===== src/rtl/icr_pkg.sv =====
package icr_pkg;

    localparam int unsigned BUS_AW = 12;
    localparam int unsigned BUS_DW = 32;

    // Bank base offsets; software decodes these, so they are fixed.
    localparam logic [BUS_AW-1:0] OFS_ACK  = 12'h040;
    localparam logic [BUS_AW-1:0] OFS_MSET = 12'h0C0;
    localparam logic [BUS_AW-1:0] OFS_MCLR = 12'h100;
    localparam logic [BUS_AW-1:0] OFS_SSET = 12'h180;
    localparam logic [BUS_AW-1:0] OFS_SCLR = 12'h1C0;
    localparam logic [BUS_AW-1:0] OFS_PSET = 12'h240;
    localparam logic [BUS_AW-1:0] OFS_PCLR = 12'h280;
    localparam logic [BUS_AW-1:0] OFS_CTRL = 12'h300;

    localparam int unsigned CTL_EN    = 0;
    localparam int unsigned CTL_EONLY = 1;
    localparam int unsigned CTL_FLUSH = 2;

    typedef enum logic [3:0] {
        BK_NONE,
        BK_ACK,
        BK_MSET,
        BK_MCLR,
        BK_SSET,
        BK_SCLR,
        BK_PSET,
        BK_PCLR,
        BK_CTRL
    } bank_e;

endpackage


===== src/rtl/icr_sync.sv =====
module icr_sync #(
    parameter int unsigned WIDTH = 1
) (
    input  logic             clk,
    input  logic             rst_n,
    input  logic [WIDTH-1:0] async_in,
    output logic [WIDTH-1:0] sync_out
);

    logic [WIDTH-1:0] meta_d, meta_q;
    logic [WIDTH-1:0] sync_d, sync_q;

    always_comb begin
        meta_d = async_in;
        sync_d = meta_q;
    end

    always_ff @(posedge clk or negedge rst_n) begin
        if (!rst_n) begin
            meta_q <= '0;
            sync_q <= '0;
        end else begin
            meta_q <= meta_d;
            sync_q <= sync_d;
        end
    end

    assign sync_out = sync_q;

endmodule


===== src/rtl/icr_detect.sv =====
module icr_detect #(
    parameter int unsigned WIDTH = 1
) (
    input  logic             clk,
    input  logic             rst_n,
    input  logic [WIDTH-1:0] line_sync,
    input  logic [WIDTH-1:0] pol,
    input  logic [WIDTH-1:0] sens,
    input  logic             edge_only,
    output logic [WIDTH-1:0] evt
);

    logic [WIDTH-1:0] act;
    logic [WIDTH-1:0] act_d, act_q;

    for (genvar i = 0; i < WIDTH; i++) begin : g_line
        // Polarity folded in: a line is active when it equals its polarity bit.
        assign act[i] = ~(line_sync[i] ^ pol[i]);
        assign evt[i] = sens[i] ? (act[i] & ~edge_only)
                                : (act[i] & ~act_q[i]);
    end

    always_comb begin
        act_d = act;
    end

    always_ff @(posedge clk or negedge rst_n) begin
        if (!rst_n) begin
            act_q <= '0;
        end else begin
            act_q <= act_d;
        end
    end

endmodule


===== src/rtl/icr_decode.sv =====
module icr_decode
    import icr_pkg::*;
#(
    parameter int unsigned WORDS = 1
) (
    input  logic [BUS_AW-1:0] addr,
    output bank_e             bank,
    output logic [WORDS-1:0]  word_sel
);

    logic [BUS_AW-1:0] base;

    always_comb begin
        base = {addr[BUS_AW-1:6], 6'b0};
        word_sel = '0;
        for (int w = 0; w < WORDS; w++) begin
            if (int'(addr[5:2]) == w) begin
                word_sel[w] = 1'b1;
            end
        end
        case (base)
            OFS_ACK:  bank = BK_ACK;
            OFS_MSET: bank = BK_MSET;
            OFS_MCLR: bank = BK_MCLR;
            OFS_SSET: bank = BK_SSET;
            OFS_SCLR: bank = BK_SCLR;
            OFS_PSET: bank = BK_PSET;
            OFS_PCLR: bank = BK_PCLR;
            OFS_CTRL: bank = (addr[5:0] == 6'd0) ? BK_CTRL : BK_NONE;
            default:  bank = BK_NONE;
        endcase
        if (addr[1:0] != 2'b00) begin
            bank = BK_NONE;
        end else if (bank != BK_CTRL && word_sel == '0) begin
            bank = BK_NONE;
        end
    end

endmodule


===== src/rtl/irq_capture_replay.sv =====
module irq_capture_replay
    import icr_pkg::*;
#(
    parameter int unsigned NUM_LINES = 40
) (
    input  logic                 clk,
    input  logic                 rst_n,
    input  logic                 bus_we,
    input  logic [11:0]          bus_addr,
    input  logic [31:0]          bus_wdata,
    output logic [31:0]          bus_rdata,
    input  logic [NUM_LINES-1:0] irq_in,
    output logic [NUM_LINES-1:0] irq_out
);

    localparam int unsigned WORDS    = (NUM_LINES + BUS_DW - 1) / BUS_DW;
    localparam int unsigned PAD_W    = WORDS * BUS_DW;
    localparam int unsigned IDX_W    = (NUM_LINES > 1) ? $clog2(NUM_LINES) : 1;
    localparam logic [IDX_W-1:0] LAST_IDX = IDX_W'(NUM_LINES - 1);

    typedef struct packed {
        logic [NUM_LINES-1:0] mask;
        logic [NUM_LINES-1:0] sens;
        logic [NUM_LINES-1:0] pol;
        logic [NUM_LINES-1:0] pend;
        logic                 en;
        logic                 edge_only;
        logic                 flushing;
        logic [IDX_W-1:0]     idx;
    } state_t;

    state_t state_d, state_q;

    bank_e                bank;
    logic [WORDS-1:0]     word_sel;
    logic [NUM_LINES-1:0] line_sync;
    logic [NUM_LINES-1:0] line_evt;
    logic [NUM_LINES-1:0] wr_lines;
    logic [NUM_LINES-1:0] ack_clr;
    logic [NUM_LINES-1:0] replay_hit;
    logic [PAD_W-1:0]     rd_src;
    logic                 ctrl_en;
    logic                 flush_active;
    logic [IDX_W-1:0]     flush_idx;
    logic                 ctrl_wr;

    assign ctrl_en      = state_q.en;
    assign flush_active = state_q.flushing;
    assign flush_idx    = state_q.idx;

    icr_decode #(.WORDS(WORDS)) u_decode (
        .addr     (bus_addr),
        .bank     (bank),
        .word_sel (word_sel)
    );

    icr_sync #(.WIDTH(NUM_LINES)) u_sync (
        .clk      (clk),
        .rst_n    (rst_n),
        .async_in (irq_in),
        .sync_out (line_sync)
    );

    icr_detect #(.WIDTH(NUM_LINES)) u_detect (
        .clk       (clk),
        .rst_n     (rst_n),
        .line_sync (line_sync),
        .pol       (state_q.pol),
        .sens      (state_q.sens),
        .edge_only (state_q.edge_only),
        .evt       (line_evt)
    );

    // Line currently visited by the replay scan, if it is due a pulse.
    always_comb begin
        replay_hit = '0;
        for (int i = 0; i < NUM_LINES; i++) begin
            if (flush_active && flush_idx == IDX_W'(i)) begin
                replay_hit[i] = state_q.pend[i] & ~state_q.mask[i];
            end
        end
    end

    // Next-state computation.
    always_comb begin
        state_d = state_q;
        ctrl_wr = bus_we && (bank == BK_CTRL);
        for (int i = 0; i < NUM_LINES; i++) begin
            wr_lines[i] = word_sel[i / BUS_DW] & bus_wdata[i % BUS_DW];
        end
        ack_clr = '0;
        if (bus_we) begin
            case (bank)
                BK_ACK:  ack_clr        = wr_lines;
                BK_MSET: state_d.mask   = state_q.mask | wr_lines;
                BK_MCLR: state_d.mask   = state_q.mask & ~wr_lines;
                BK_SSET: state_d.sens   = state_q.sens | wr_lines;
                BK_SCLR: state_d.sens   = state_q.sens & ~wr_lines;
                BK_PSET: state_d.pol    = state_q.pol | wr_lines;
                BK_PCLR: state_d.pol    = state_q.pol & ~wr_lines;
                BK_CTRL: begin
                    state_d.en        = bus_wdata[CTL_EN];
                    state_d.edge_only = bus_wdata[CTL_EONLY];
                end
                default: ;
            endcase
        end
        if (flush_active) begin
            if (flush_idx == LAST_IDX) begin
                state_d.flushing = 1'b0;
            end else begin
                state_d.idx = flush_idx + IDX_W'(1);
            end
        end else if (ctrl_wr && bus_wdata[CTL_FLUSH]) begin
            state_d.flushing = 1'b1;
            state_d.idx      = '0;
        end
        // A fresh event outranks acknowledge and replay retirement.
        state_d.pend = (state_q.pend & ~ack_clr & ~replay_hit) | line_evt;
    end

    always_ff @(posedge clk or negedge rst_n) begin
        if (!rst_n) begin
            state_q.mask      <= '1;
            state_q.sens      <= '0;
            state_q.pol       <= '1;
            state_q.pend      <= '0;
            state_q.en        <= 1'b0;
            state_q.edge_only <= 1'b0;
            state_q.flushing  <= 1'b0;
            state_q.idx       <= '0;
        end else begin
            state_q <= state_d;
        end
    end

    // Read path: both offsets of a pair return the stored state.
    always_comb begin
        case (bank)
            BK_ACK:           rd_src = PAD_W'(state_q.pend);
            BK_MSET, BK_MCLR: rd_src = PAD_W'(state_q.mask);
            BK_SSET, BK_SCLR: rd_src = PAD_W'(state_q.sens);
            BK_PSET, BK_PCLR: rd_src = PAD_W'(state_q.pol);
            default:          rd_src = '0;
        endcase
        bus_rdata = '0;
        if (bank == BK_CTRL) begin
            bus_rdata[CTL_EN]    = state_q.en;
            bus_rdata[CTL_EONLY] = state_q.edge_only;
            bus_rdata[CTL_FLUSH] = flush_active;
        end else begin
            for (int w = 0; w < WORDS; w++) begin
                if (word_sel[w]) begin
                    bus_rdata = rd_src[w * BUS_DW +: BUS_DW];
                end
            end
        end
    end

    // Parent-side outputs.
    always_comb begin
        if (flush_active) begin
            irq_out = replay_hit;
        end else if (ctrl_en) begin
            irq_out = '0;
        end else begin
            irq_out = ~state_q.mask & ~(irq_in ^ state_q.pol);
        end
    end

endmodule


===== config.mk =====
export PLATFORM = sky130hd
export DESIGN_NAME = irq_capture_replay
export DESIGN_NICKNAME = d
export VERILOG_FILES = /design/src/rtl/icr_pkg.sv /design/src/rtl/icr_sync.sv /design/src/rtl/icr_detect.sv /design/src/rtl/icr_decode.sv /design/src/rtl/irq_capture_replay.sv
export SDC_FILE = /design/constraint.sdc
export NUM_CORES = 1
export LEC_CHECK = 0
export BUFFER_PORTS_ARGS = -buffer_cell sky130_fd_sc_hd__buf_2
export CAP_MARGIN = 15
export CORE_MARGIN = 8
export CORE_UTILIZATION = 50
export CTS_CLUSTER_DIAMETER = 30
export DETAILED_ROUTE_END_ITERATION = 10
export GPL_TIMING_DRIVEN = 0
export HOLD_SLACK_MARGIN = 0.06
export PLACE_DENSITY = 0.7
export SLEW_MARGIN = 20
export SYNTH_ARGS = -nofsm -noshare
export SYNTH_HDL_FRONTEND = slang
export SYNTH_SLANG_ARGS = --single-unit

===== constraint.sdc =====
create_clock -name clk -period 3 [get_ports clk]
set_input_delay 0.6 -clock clk [delete_from_list [all_inputs] [get_ports clk]]
set_output_delay 0.6 -clock clk [all_outputs]
set_load 0.05 [all_outputs]

==> reports/qor.txt, run 1 <==
clk slew on worst S/H paths = 0.05 ns
crit path capture type = primary output
Final nets = 1,688
critical path class = in2out
Synth area leaders = dfrtp_1 38%, dfstp_2 15%, o31ai_1 5.1%, xnor2_1 5.0%, nand2_1 4.0%
GPL Wtd Cong = 0.9752
Worst-Skew Late Latency = 0.57 ns
Slew Viols, Final = 0
routed length on met3 = 5731 um
WL per Instance = 26.37 um
final core occ = 71.03%
pin count of the biggest net entering global routing = 102
maximum fanout along the worst path = 6
Remaining DRCs = 0
gate count of the mapped netlist = 1,295
detailed-route vias per instance = 6.593
Post-synth ARST share = 100.0%
RSZ-0062 raised after global routing = true
Leakage = 0.007668 uW
met2 WL = 23,690 um
outcome = finished with violations
initial antenna violation count = 0
GR Overflow Total = 0
crit path time final = 3.428 ns
share of layout cells above drive strength 1 = 37.11%
HP Class = in2reg
Post-DRT Antenna Nets = 0
Yosys top cell area share = 37.91%
Mapped Area = 13,800 um^2
leading register cell type out of synthesis = dfrtp_1
synthesis-to-finish area growth = 41.47%
DP Area = 15,400 um^2
Tcrit/Tclk final = 114.3%
Required @ worst endpoint = 2.40 ns
H-tree depth = 3
die area = 33,160 um^2
syn avg cell area = 10.65 um^2
DR iter-0 viols = 1,822
Worst EP arrival = 2.83 ns
via count = 13,154
Yosys cell types = 70
Starting Density = 50.21%
Power Density = 623.4 nW/um^2
Seq/Total Area, Yosys = 53.15%
core area = 27,480 um^2
CTS tree = built
clk buf depth = 3
first-pass GRT wire length = 77,820 um
post-route cell area = 19,520 um^2
# fillers = 1,859
Final setup viols = 38
vias in the first global route = 13,333
Total Neg Setup Slack = -7.365 ns
detailed placement HPWL = 32,020 um
slowest CP cell = nor3b_4
Root Buffer = clkbuf_16
top post-synthesis cells by count = 209 x dfrtp_1, 148 x nand2_1, 106 x o21ai_0
uppermost routed layer = met4
Crit path largest cell delay = 0.31 ns
synthesized net count = 1,386
IR Drop Worst-Case VDD = 0.4937 mV
failing checks = negative setup slack
final hold vios = 0
# rows = 61
Worst setup SP type = input pin
Pre-antenna DRT Iters = 9
crit-path most repeated cell = buf_6
Peak Freq = 291.7 MHz
Die X-Extent = 182.1 um
Worst-Margin Slew = 0.8218 ns
PortBufs = 158
die height = 182.1 um
gr usage total = 30.27%
pre-CTS setup slack = -1.006 ns
dominant cell by count in the synthesized netlist = dfrtp_1
max-cap violations = 0
crit path cell chain = buf_12 -> nor4_4 -> buf_6 -> nor4bb_4 -> nor3b_4 -> buf_6 -> buf_6 -> a221oi_2 -> o21ai_1 -> and3b_2 -> buf_8
WHS = 0.1599 ns
Ant. Diodes = 0
Setup Skew = 0.02557 ns
Yosys top cell by area = dfrtp_1
Ys Warns = 0
routed wire length = 52,600 um
EDFF count, synth = 0
relative slew slack = 45.22%
wl on met1 = 20,110 um
worst setup margin = -0.4281 ns
# IOs = 159
clock sink count = 289
#FFs+latches synth = 289
CTS buffer count = 66
-- placed cells by master, fill, tap and decap left out, types with 38 or more instances in the layout --
| cell type | netlist | final |
|---|---|---|
| dfrtp_1 | 209 | 207 |
| nand2_1 | 148 | 145 |
| buf_2 | 29 | 126 |
| o21ai_0 | 106 | 100 |
| o31ai_1 | 93 | 93 |
| dfstp_2 | 80 | 80 |
| buf_4 | 4 | 78 |
| xnor2_1 | 78 | 77 |
| clkbuf_16 | 0 | 68 |
| nor2_1 | 87 | 58 |
| mux2i_1 | 48 | 46 |
| clkbuf_1 | 59 | 42 |
| buf_6 | 1 | 40 |
| a32oi_1 | 39 | 38 |
-- per-layer routing --
metal,global-route usage [%],vias up
li1,-,5475
met1,38.17,6446
met2,46.12,976
met3,7.974,257
met4,18.69,0
met5,0,-
-- worst max-delay path, delay by kind of cell --
kind | cells | cell delay, ns
AO/OA/AOI/OAI | 2 | 0.29
buffers and inverters | 5 | 0.78
AND/OR/NAND/NOR | 4 | 1.15
-- where the power goes --
part / total [uW] / internal (uW) / switching, uW / leakage, uW
logic: 763 / 265 / 498 / 0.00333
registers: 4050 / 4000 / 43.6 / 0.00324
clock network: 7350 / 4910 / 2440 / 0.00110
-- path summary, 6_finish.rpt --
check,startpoint,end,slack (ns),cells after the start
setup / recovery,bus_addr[11],bus_rdata[5],-0.43,11
hold / removal,irq_in[26],u_sync.meta_q[26],0.16,1
setup reg to reg,flush_idx[0],state_q[12],1.06,6
hold reg to reg,u_sync.meta_q[21],u_sync.sync_out[21],0.34,0
max in group asynchronous,rst_n,asynchronous set/reset pin,0.86,5
min in group asynchronous,rst_n,u_detect.act_q[11],0.54,2
-- cell families after synthesis --
family                     synth area share, %
AOI/OAI and AO/OA                        21.61
adders and majority gates               0.3628
and+or+nand+nor                          10.47
muxes                                    5.768
xor gates and xnor gates                 5.460
DFF                                      53.15
buffers and inverters                    3.183
-- repair_timing --
item | CTS | global route
cloned | 3 | 1
endpoints found under the hold margin | 45 | 0
hold buffers | 1 | 0
setup endpoints to repair | 72 | 69
pin swaps | 47 | 40
setup buffers | 53 | 32
resized for setup | 224 | 99
-- cell type report --
class | count | area (um^2) | area share [%]
sequential | 289 | 7335 | 37.58
multi-input combinational | 905 | 6798 | 34.83
timing repair buffer | 248 | 2029 | 10.40
buffer | 82 | 615.6 | 3.154
inverter | 5 | 18.77 | 0.09616
clock buffer | 84 | 1809 | 9.270
clock inverter | 36 | 479.2 | 2.455
tap | 346 | 432.9 | 2.218
-- stage by stage --
stage / cells / power, uW
2_1_floorplan: 1295 / 4416
3_3_place_gp: 1799 / 4694
3_5_place_dp: 1802 / 4717
4_1_cts: 1967 / 12110
5_1_grt: 1995 / 12470
6_report: 1995 / 12170
(Power assumes the default switching activity.)
==> run 2: changes to the inputs <==
Settings changed: REMOVE_ABC_BUFFERS set to 1.
==> run 2 against run 1 <==
Effect of this change: critical endpoint is now bus_rdata[0]; die area stayed put; core utilization is 3.0 points lower; clock skew hardly changed; the flow still finishes with violations (negative setup slack).
==> reports/qor.txt, run 2 (same netlist as run 1, synthesis figures left out) <==
outcome = finished with violations (unchanged)
failing checks = negative setup slack (unchanged)
CTS buffer count = 60 (was 66)
routed wire length = 47,640 um (was 52,600 um)
crit path cell chain = buf_2 -> nor3_4 -> nor4bb_4 -> nor3b_4 -> buf_6 -> buf_12 -> a22oi_2 -> o21ai_2 -> a221o_1 -> buf_6 (was buf_12 -> nor4_4 -> buf_6 -> nor4bb_4 -> nor3b_4 -> buf_6 -> buf_6 -> a221oi_2 -> o21ai_1 -> and3b_2 -> buf_8)
CTS tree = built (unchanged)
Worst EP arrival = 2.67 ns (was 2.83 ns)
crit path time final = 3.266 ns (was 3.428 ns)
register share of total power = 34.3% (was 33.3%)
die height = 182.1 um (unchanged)
DR iter-0 viols = 1,693 (was 1,822)
Root Buffer = clkbuf_16 (unchanged)
synthesis-to-finish area growth = 35.49% (was 41.47%)
NetSw = 2697 uW (was 2983 uW)
pre-CTS setup slack = -1.594 ns (was -1.006 ns)
IR Drop Worst-Case VDD = 0.4738 mV (was 0.4937 mV)
Combinational Power Share = 6.3% (about the same)
Ant. Diodes = 0 (unchanged)
most frequent cells in the layout = 205 x dfrtp_1, 143 x nand2_1, 114 x buf_2 (was 207 x dfrtp_1, 145 x nand2_1, 126 x buf_2)
Worst-Skew Late Latency = 0.57 ns (about the same)
detailed placement HPWL = 27,130 um (was 32,020 um)
CP top delay family = simple AND/OR/NAND/NOR gates (unchanged)
FF-to-FF End = flush_idx[3] (was state_q[12])
H-tree depth = 2 (was 3)
die area = 33,160 um^2 (unchanged)
Setup Skew = 0.02532 ns (was 0.02557 ns)
core area = 27,480 um^2 (unchanged)
initial antenna violation count = 1 (was 0)
most common library cell in the layout ignoring fill and taps = dfrtp_1 (unchanged)
Pre-antenna DRT Iters = 7 (was 9)
Buf/Inv on CP = 4 (was 5)
Slew Viols, Final = 0 (unchanged)
hold depth = 1 (unchanged)
PortBufs = 158 (unchanged)
Peak Freq = 306.1 MHz (was 291.7 MHz)
R2R cell count = 7 (was 6)
RSZ-0062 raised after global routing = true (unchanged)
vias in the first global route = 12,704 (was 13,333)
Clock Power Share = 59.4% (was 60.5%)
Worst-Margin Slew = 0.8088 ns (was 0.8218 ns)
relative slew slack = 46.08% (was 45.22%)
Final setup viols = 32 (was 38)
WL per Instance = 24.99 um (was 26.37 um)
Starting Density = 50.21% (unchanged)
max-cap violations = 0 (unchanged)
# IOs = 159 (unchanged)
Post-DRT Antenna Nets = 0 (unchanged)
Worst setup SP type = input pin (unchanged)
clk buf depth = 3 (unchanged)
hold path endpoint = u_sync.meta_q[7] (was u_sync.meta_q[26])
GPL Wtd Cong = 0.8851 (was 0.9752)
# rows = 61 (unchanged)
HP Class = in2reg (unchanged)
Tcrit/Tclk final = 108.9% (was 114.3%)
Leakage = 0.007348 uW (was 0.007668 uW)
Post-Place Cells = 1,720 (was 1,802)
WHS = 0.1600 ns (was 0.1599 ns)
worst setup margin = -0.2665 ns (was -0.4281 ns)
first-pass GRT wire length = 71,310 um (was 77,820 um)
crit path capture type = primary output (unchanged)
beginning of the worst hold path = irq_in[7] (was irq_in[26])
GR Overflow Total = 0 (unchanged)
fin cells = 1,906 (was 1,995)
gr usage total = 27.12% (was 30.27%)
pin count of the biggest net entering global routing = 92 (was 102)
critical path class = in2out (unchanged)
share of layout cells above drive strength 1 = 34.49% (was 37.11%)
beginning of the worst register-to-register path = flush_idx[4] (was flush_idx[0])
slowest CP cell = nor4bb_4 (was nor3b_4)
Crit path largest cell delay = 0.42 ns (was 0.31 ns)
Remaining DRCs = 0 (unchanged)
Die X-Extent = 182.1 um (unchanged)
Required @ worst endpoint = 2.40 ns (about the same)
clk slew on worst S/H paths = 0.05 ns (about the same)
internal power = 9086 uW (was 9183 uW)
clock sink count = 289 (unchanged)
Net Sw Frac = 22.89% (was 24.52%)
final hold vios = 0 (unchanged)
Power Density = 630.4 nW/um^2 (was 623.4 nW/um^2)
Total Neg Setup Slack = -6.400 ns (was -7.365 ns)
Final nets = 1,599 (was 1,688)
r2r setup slk = 1.14 ns (was 1.06 ns)
maximum fanout along the worst path = 7 (was 6)
detailed-route vias per instance = 6.529 (was 6.593)
via count = 12,445 (was 13,154)
crit-path most repeated cell = buf_6 (unchanged)
==> run 2: cell types whose count changed in the layout (fill, tap and decap cells not counted), sizes merged <==
cell,before,now
buf,284,236
bufinv,7,10
clkinvlp,9,11
clkbuf,129,81
o211a,2,6
inv,9,7
==> run 2: layout make-up <==
| class | instances | area [um^2] |
|---|---|---|
| Fill cell | 1941 | 8785 |
| Sequential cell | 289 | 7337 |
| Multi-Input combinational cell | 909 | 6593 |
| Timing Repair Buffer | 243 | 2130 |
| Clock buffer | 75 | 1689 |
| Clock inverter | 39 | 491.7 |
| Tap cell | 346 | 432.9 |
| Inverter | 5 | 18.77 |
==> run 2: metal layers <==
| metal | vias to the layer above | global-route usage, % | wire length (um) |
|---|---|---|---|
| li1 | 5296 | - | - |
| met1 | 6157 | 35.17 | 18650 |
| met2 | 810 | 42.93 | 22140 |
| met3 | 180 | 6.403 | 4856 |
| met4 | 2 | 11.94 | 1984 |
| met5 | - | 0 | 8 |
==> run 2: per-stage QoR <==
| step | instance area (um^2) | utilization, % | power (uW) |
|---|---|---|---|
| floorplan | 13380 | - | 4392 |
| global placement | 14600 | 53.13 | 4664 |
| detailed placement | 15060 | 54.83 | 4704 |
| CTS | 18180 | 66.18 | 11750 |
| global route | 18690 | 68.03 | 12090 |
| finish | 18690 | 68.03 | 11780 |
==> run 2: power groups by stage <==
stage	Sequential (uW)	Combinational (uW)	Clock [uW]
3_3_place_gp	4100	569	0
2_1_floorplan	4090	305	0
3_5_place_dp	4100	604	0
5_1_grt	4050	780	7260
4_1_cts	4050	672	7040
6_report	4050	740	7000
==> run 2: worst max-delay path by stage <==
stage,from,end,slack (ns),cells past startpoint
after detailed placement,bus_addr[3],bus_rdata[0],-1.59,10
after CTS,bus_addr[0],bus_rdata[13],-0.23,11
after global placement,bus_addr[3],bus_rdata[0],-4.43,8
after floorplan,bus_addr[1],bus_rdata[1],-1.95,6
final,bus_addr[4],bus_rdata[0],-0.27,10
after global routing,bus_addr[4],bus_rdata[19],-0.31,10
==> run 2: timing repair <==
item,CTS,global route
hold buffers,1,0
buffers inserted,41,23
gates cloned,4,4
hold endpoints to repair,22,0
endpoints found under the setup margin,86,50
pin swaps,38,40
resized for setup,147,61
==> run 3: changes to the inputs <==
Settings changed: CORE_MARGIN 8 to 2, SKIP_CTS_REPAIR_TIMING set to 1.
==> run 3 against run 2 <==
Effect of this change: the run still ends with negative setup slack left; largest power group unchanged; sequential share of layout area is 0.84 points higher; register-to-register slack got worse by 0.14 ns; sequential cell count is the same; total power up 6.5%; non-clock buffer count is 45 lower; via count down 3.0%; maximum frequency down 4.7%; final area down 2.1%; die area fell by 13%; worst hold slack better by 0.018 ns; routed wire length shrank 6.7%; critical path depth down 2.
==> reports/qor.txt, run 3 (same netlist as run 1, synthesis figures left out) <==
Leakage = 0.007141 uW (was 0.007348 uW)
Root Buffer = clkbuf_16 (unchanged)
first-pass GRT wire length = 66,140 um (was 71,310 um)
worst setup margin = -0.4274 ns (was -0.2665 ns)
Pre-antenna DRT Iters = 8 (was 7)
Clock Power Share = 62.3% (was 59.4%)
GPL Wtd Cong = 0.9463 (was 0.8851)
Final setup viols = 33 (was 32)
clk slew on worst S/H paths = 0.05 ns (about the same)
Setup Skew = 0.02104 ns (was 0.02532 ns)
detailed-route vias per instance = 6.481 (was 6.529)
RSZ-0062 raised after global routing = true (unchanged)
Worst Setup SP = bus_addr[2] (was bus_addr[4])
Starting Density = 51.05% (was 50.21%)
Worst-Margin Slew = 0.8592 ns (was 0.8088 ns)
Power, Total = 12,550 uW (was 11,780 uW)
post-route cell area = 18,300 um^2 (was 18,690 um^2)
synthesis-to-finish area growth = 32.64% (was 35.49%)
IR Drop Worst-Case VDD = 0.5164 mV (was 0.4738 mV)
register share of total power = 32.3% (was 34.3%)
Slew Viols, Final = 0 (unchanged)
most frequent cells in the layout = 206 x dfrtp_1, 145 x nand2_1, 114 x buf_2 (was 205 x dfrtp_1, 143 x nand2_1, 114 x buf_2)
R2R cell count = 6 (was 7)
clock sink count = 289 (unchanged)
Worst setup SP type = input pin (unchanged)
Die X-Extent = 170.1 um (was 182.1 um)
DR iter-0 viols = 1,543 (was 1,693)
pin count of the biggest net entering global routing = 86 (was 92)
CTS tree = built (unchanged)
H-tree depth = 3 (was 2)
Post-DRT Antenna Nets = 0 (unchanged)
core area = 27,030 um^2 (was 27,480 um^2)
beginning of the worst register-to-register path = flush_active (was flush_idx[4])
pre-CTS setup slack = -1.459 ns (was -1.594 ns)
HP Class = in2reg (unchanged)
most common library cell in the layout ignoring fill and taps = dfrtp_1 (unchanged)
routed wire length = 44,430 um (was 47,640 um)
die height = 170.1 um (was 182.1 um)
initial antenna violation count = 1 (unchanged)
CTS buffer count = 67 (was 60)
WL per Instance = 23.85 um (was 24.99 um)
# IOs = 159 (unchanged)
critical path class = in2out (unchanged)
Worst EP arrival = 2.83 ns (was 2.67 ns)
Net Sw Frac = 22.45% (was 22.89%)
PortBufs = 158 (unchanged)
detailed placement HPWL = 25,620 um (was 27,130 um)
vias in the first global route = 11,776 (was 12,704)
outcome = finished with violations (unchanged)
final hold vios = 0 (unchanged)
relative slew slack = 42.66% (was 46.08%)
GR Overflow Total = 0 (unchanged)
NetSw = 2817 uW (was 2697 uW)
via count = 12,074 (was 12,445)
Power Density = 685.7 nW/um^2 (was 630.4 nW/um^2)
FF-to-FF End = flush_idx[2] (was flush_idx[3])
Tcrit/Tclk final = 114.2% (was 108.9%)
Peak Freq = 291.8 MHz (was 306.1 MHz)
Total Neg Setup Slack = -9.255 ns (was -6.400 ns)
internal power = 9731 uW (was 9086 uW)
r2r setup slk = 1.00 ns (was 1.14 ns)
Setup crit end = bus_rdata[2] (was bus_rdata[0])
max-cap violations = 0 (unchanged)
Final nets = 1,559 (was 1,599)
die area = 28,940 um^2 (was 33,160 um^2)
Worst-Skew Late Latency = 0.56 ns (was 0.57 ns)
Combinational Power Share = 5.4% (was 6.3%)
clk buf depth = 3 (unchanged)
Remaining DRCs = 0 (unchanged)
# rows = 60 (was 61)
failing checks = negative setup slack (unchanged)
share of layout cells above drive strength 1 = 30.95% (was 34.49%)
crit path capture type = primary output (unchanged)
Required @ worst endpoint = 2.40 ns (about the same)
gr usage total = 29.54% (was 27.12%)
Ant. Diodes = 0 (unchanged)
DP Area = 15,040 um^2 (was 15,060 um^2)
maximum fanout along the worst path = 26 (was 7)
crit path time final = 3.427 ns (was 3.266 ns)
## run 3: cell types whose count changed in the layout (fill, tap and decap cells not counted), sizes merged
| cell | change |
|---|---|
| buf | -43 |
| clkbuf | +12 |
| clkinv | -7 |
| bufinv | +3 |
| clkinvlp | -2 |
| o211a | -2 |
| inv | +1 |
## run 3: through the flow
stage / std cells / utilization (%) / hold slack, ns
2_1_floorplan: 1199 / - / 0.3044
3_3_place_gp: 1698 / 54.00 / 0.3316
3_5_place_dp: 1714 / 55.65 / 0.3347
4_1_cts: 1837 / 64.67 / 0.01933
5_1_grt: 1863 / 67.71 / 0.1715
6_report: 1863 / 67.71 / 0.1776
## run 3: per-layer routing
layer,wire length [um],vias up,global-route usage [%]
li1,-,5214,-
met1,18100,5985,41.07
met2,20630,743,44.98
met3,4257,130,6.140
met4,1426,2,12.86
met5,13,-,0
## run 3: worst max-delay path: stages
cell and delay, ns:
buf_2 0.22, nor4_2 0.66, nand2_1 0.20, a31o_4 0.43, inv_1 0.15, a32oi_1 0.10
o211ai_1 0.18, buf_4 0.26
## run 3: worst min-delay path by stage
stage	from	end	slack, ns	cells past startpoint
after CTS	rst_n	u_sync.sync_out[16]	0.02	1
after global placement	u_sync.meta_q[14]	u_sync.sync_out[14]	0.33	0
after detailed placement	u_sync.meta_q[10]	u_sync.sync_out[10]	0.33	0
after global routing	irq_in[27]	u_sync.meta_q[27]	0.17	1
final	irq_in[27]	u_sync.meta_q[27]	0.18	1
after floorplan	rst_n	asynchronous set/reset pin	0.30	0
## run 3: layout make-up
cell class,count,area [um^2]
Fill cell,1930,8727
Sequential cell,289,7336
Multi-Input combinational cell,907,6375
Clock buffer,89,1871
Timing Repair Buffer,198,1705
Clock inverter,34,566.8
Tap cell,341,426.7
Inverter,5,18.77
## run 3: power by group through the flow
stage	Clock (uW)	Combinational, uW	Sequential (uW)
3_5_place_dp	0	605	4100
2_1_floorplan	0	305	4090
3_3_place_gp	0	568	4100
4_1_cts	7880	608	4040
5_1_grt	8080	725	4050
6_report	7820	679	4050
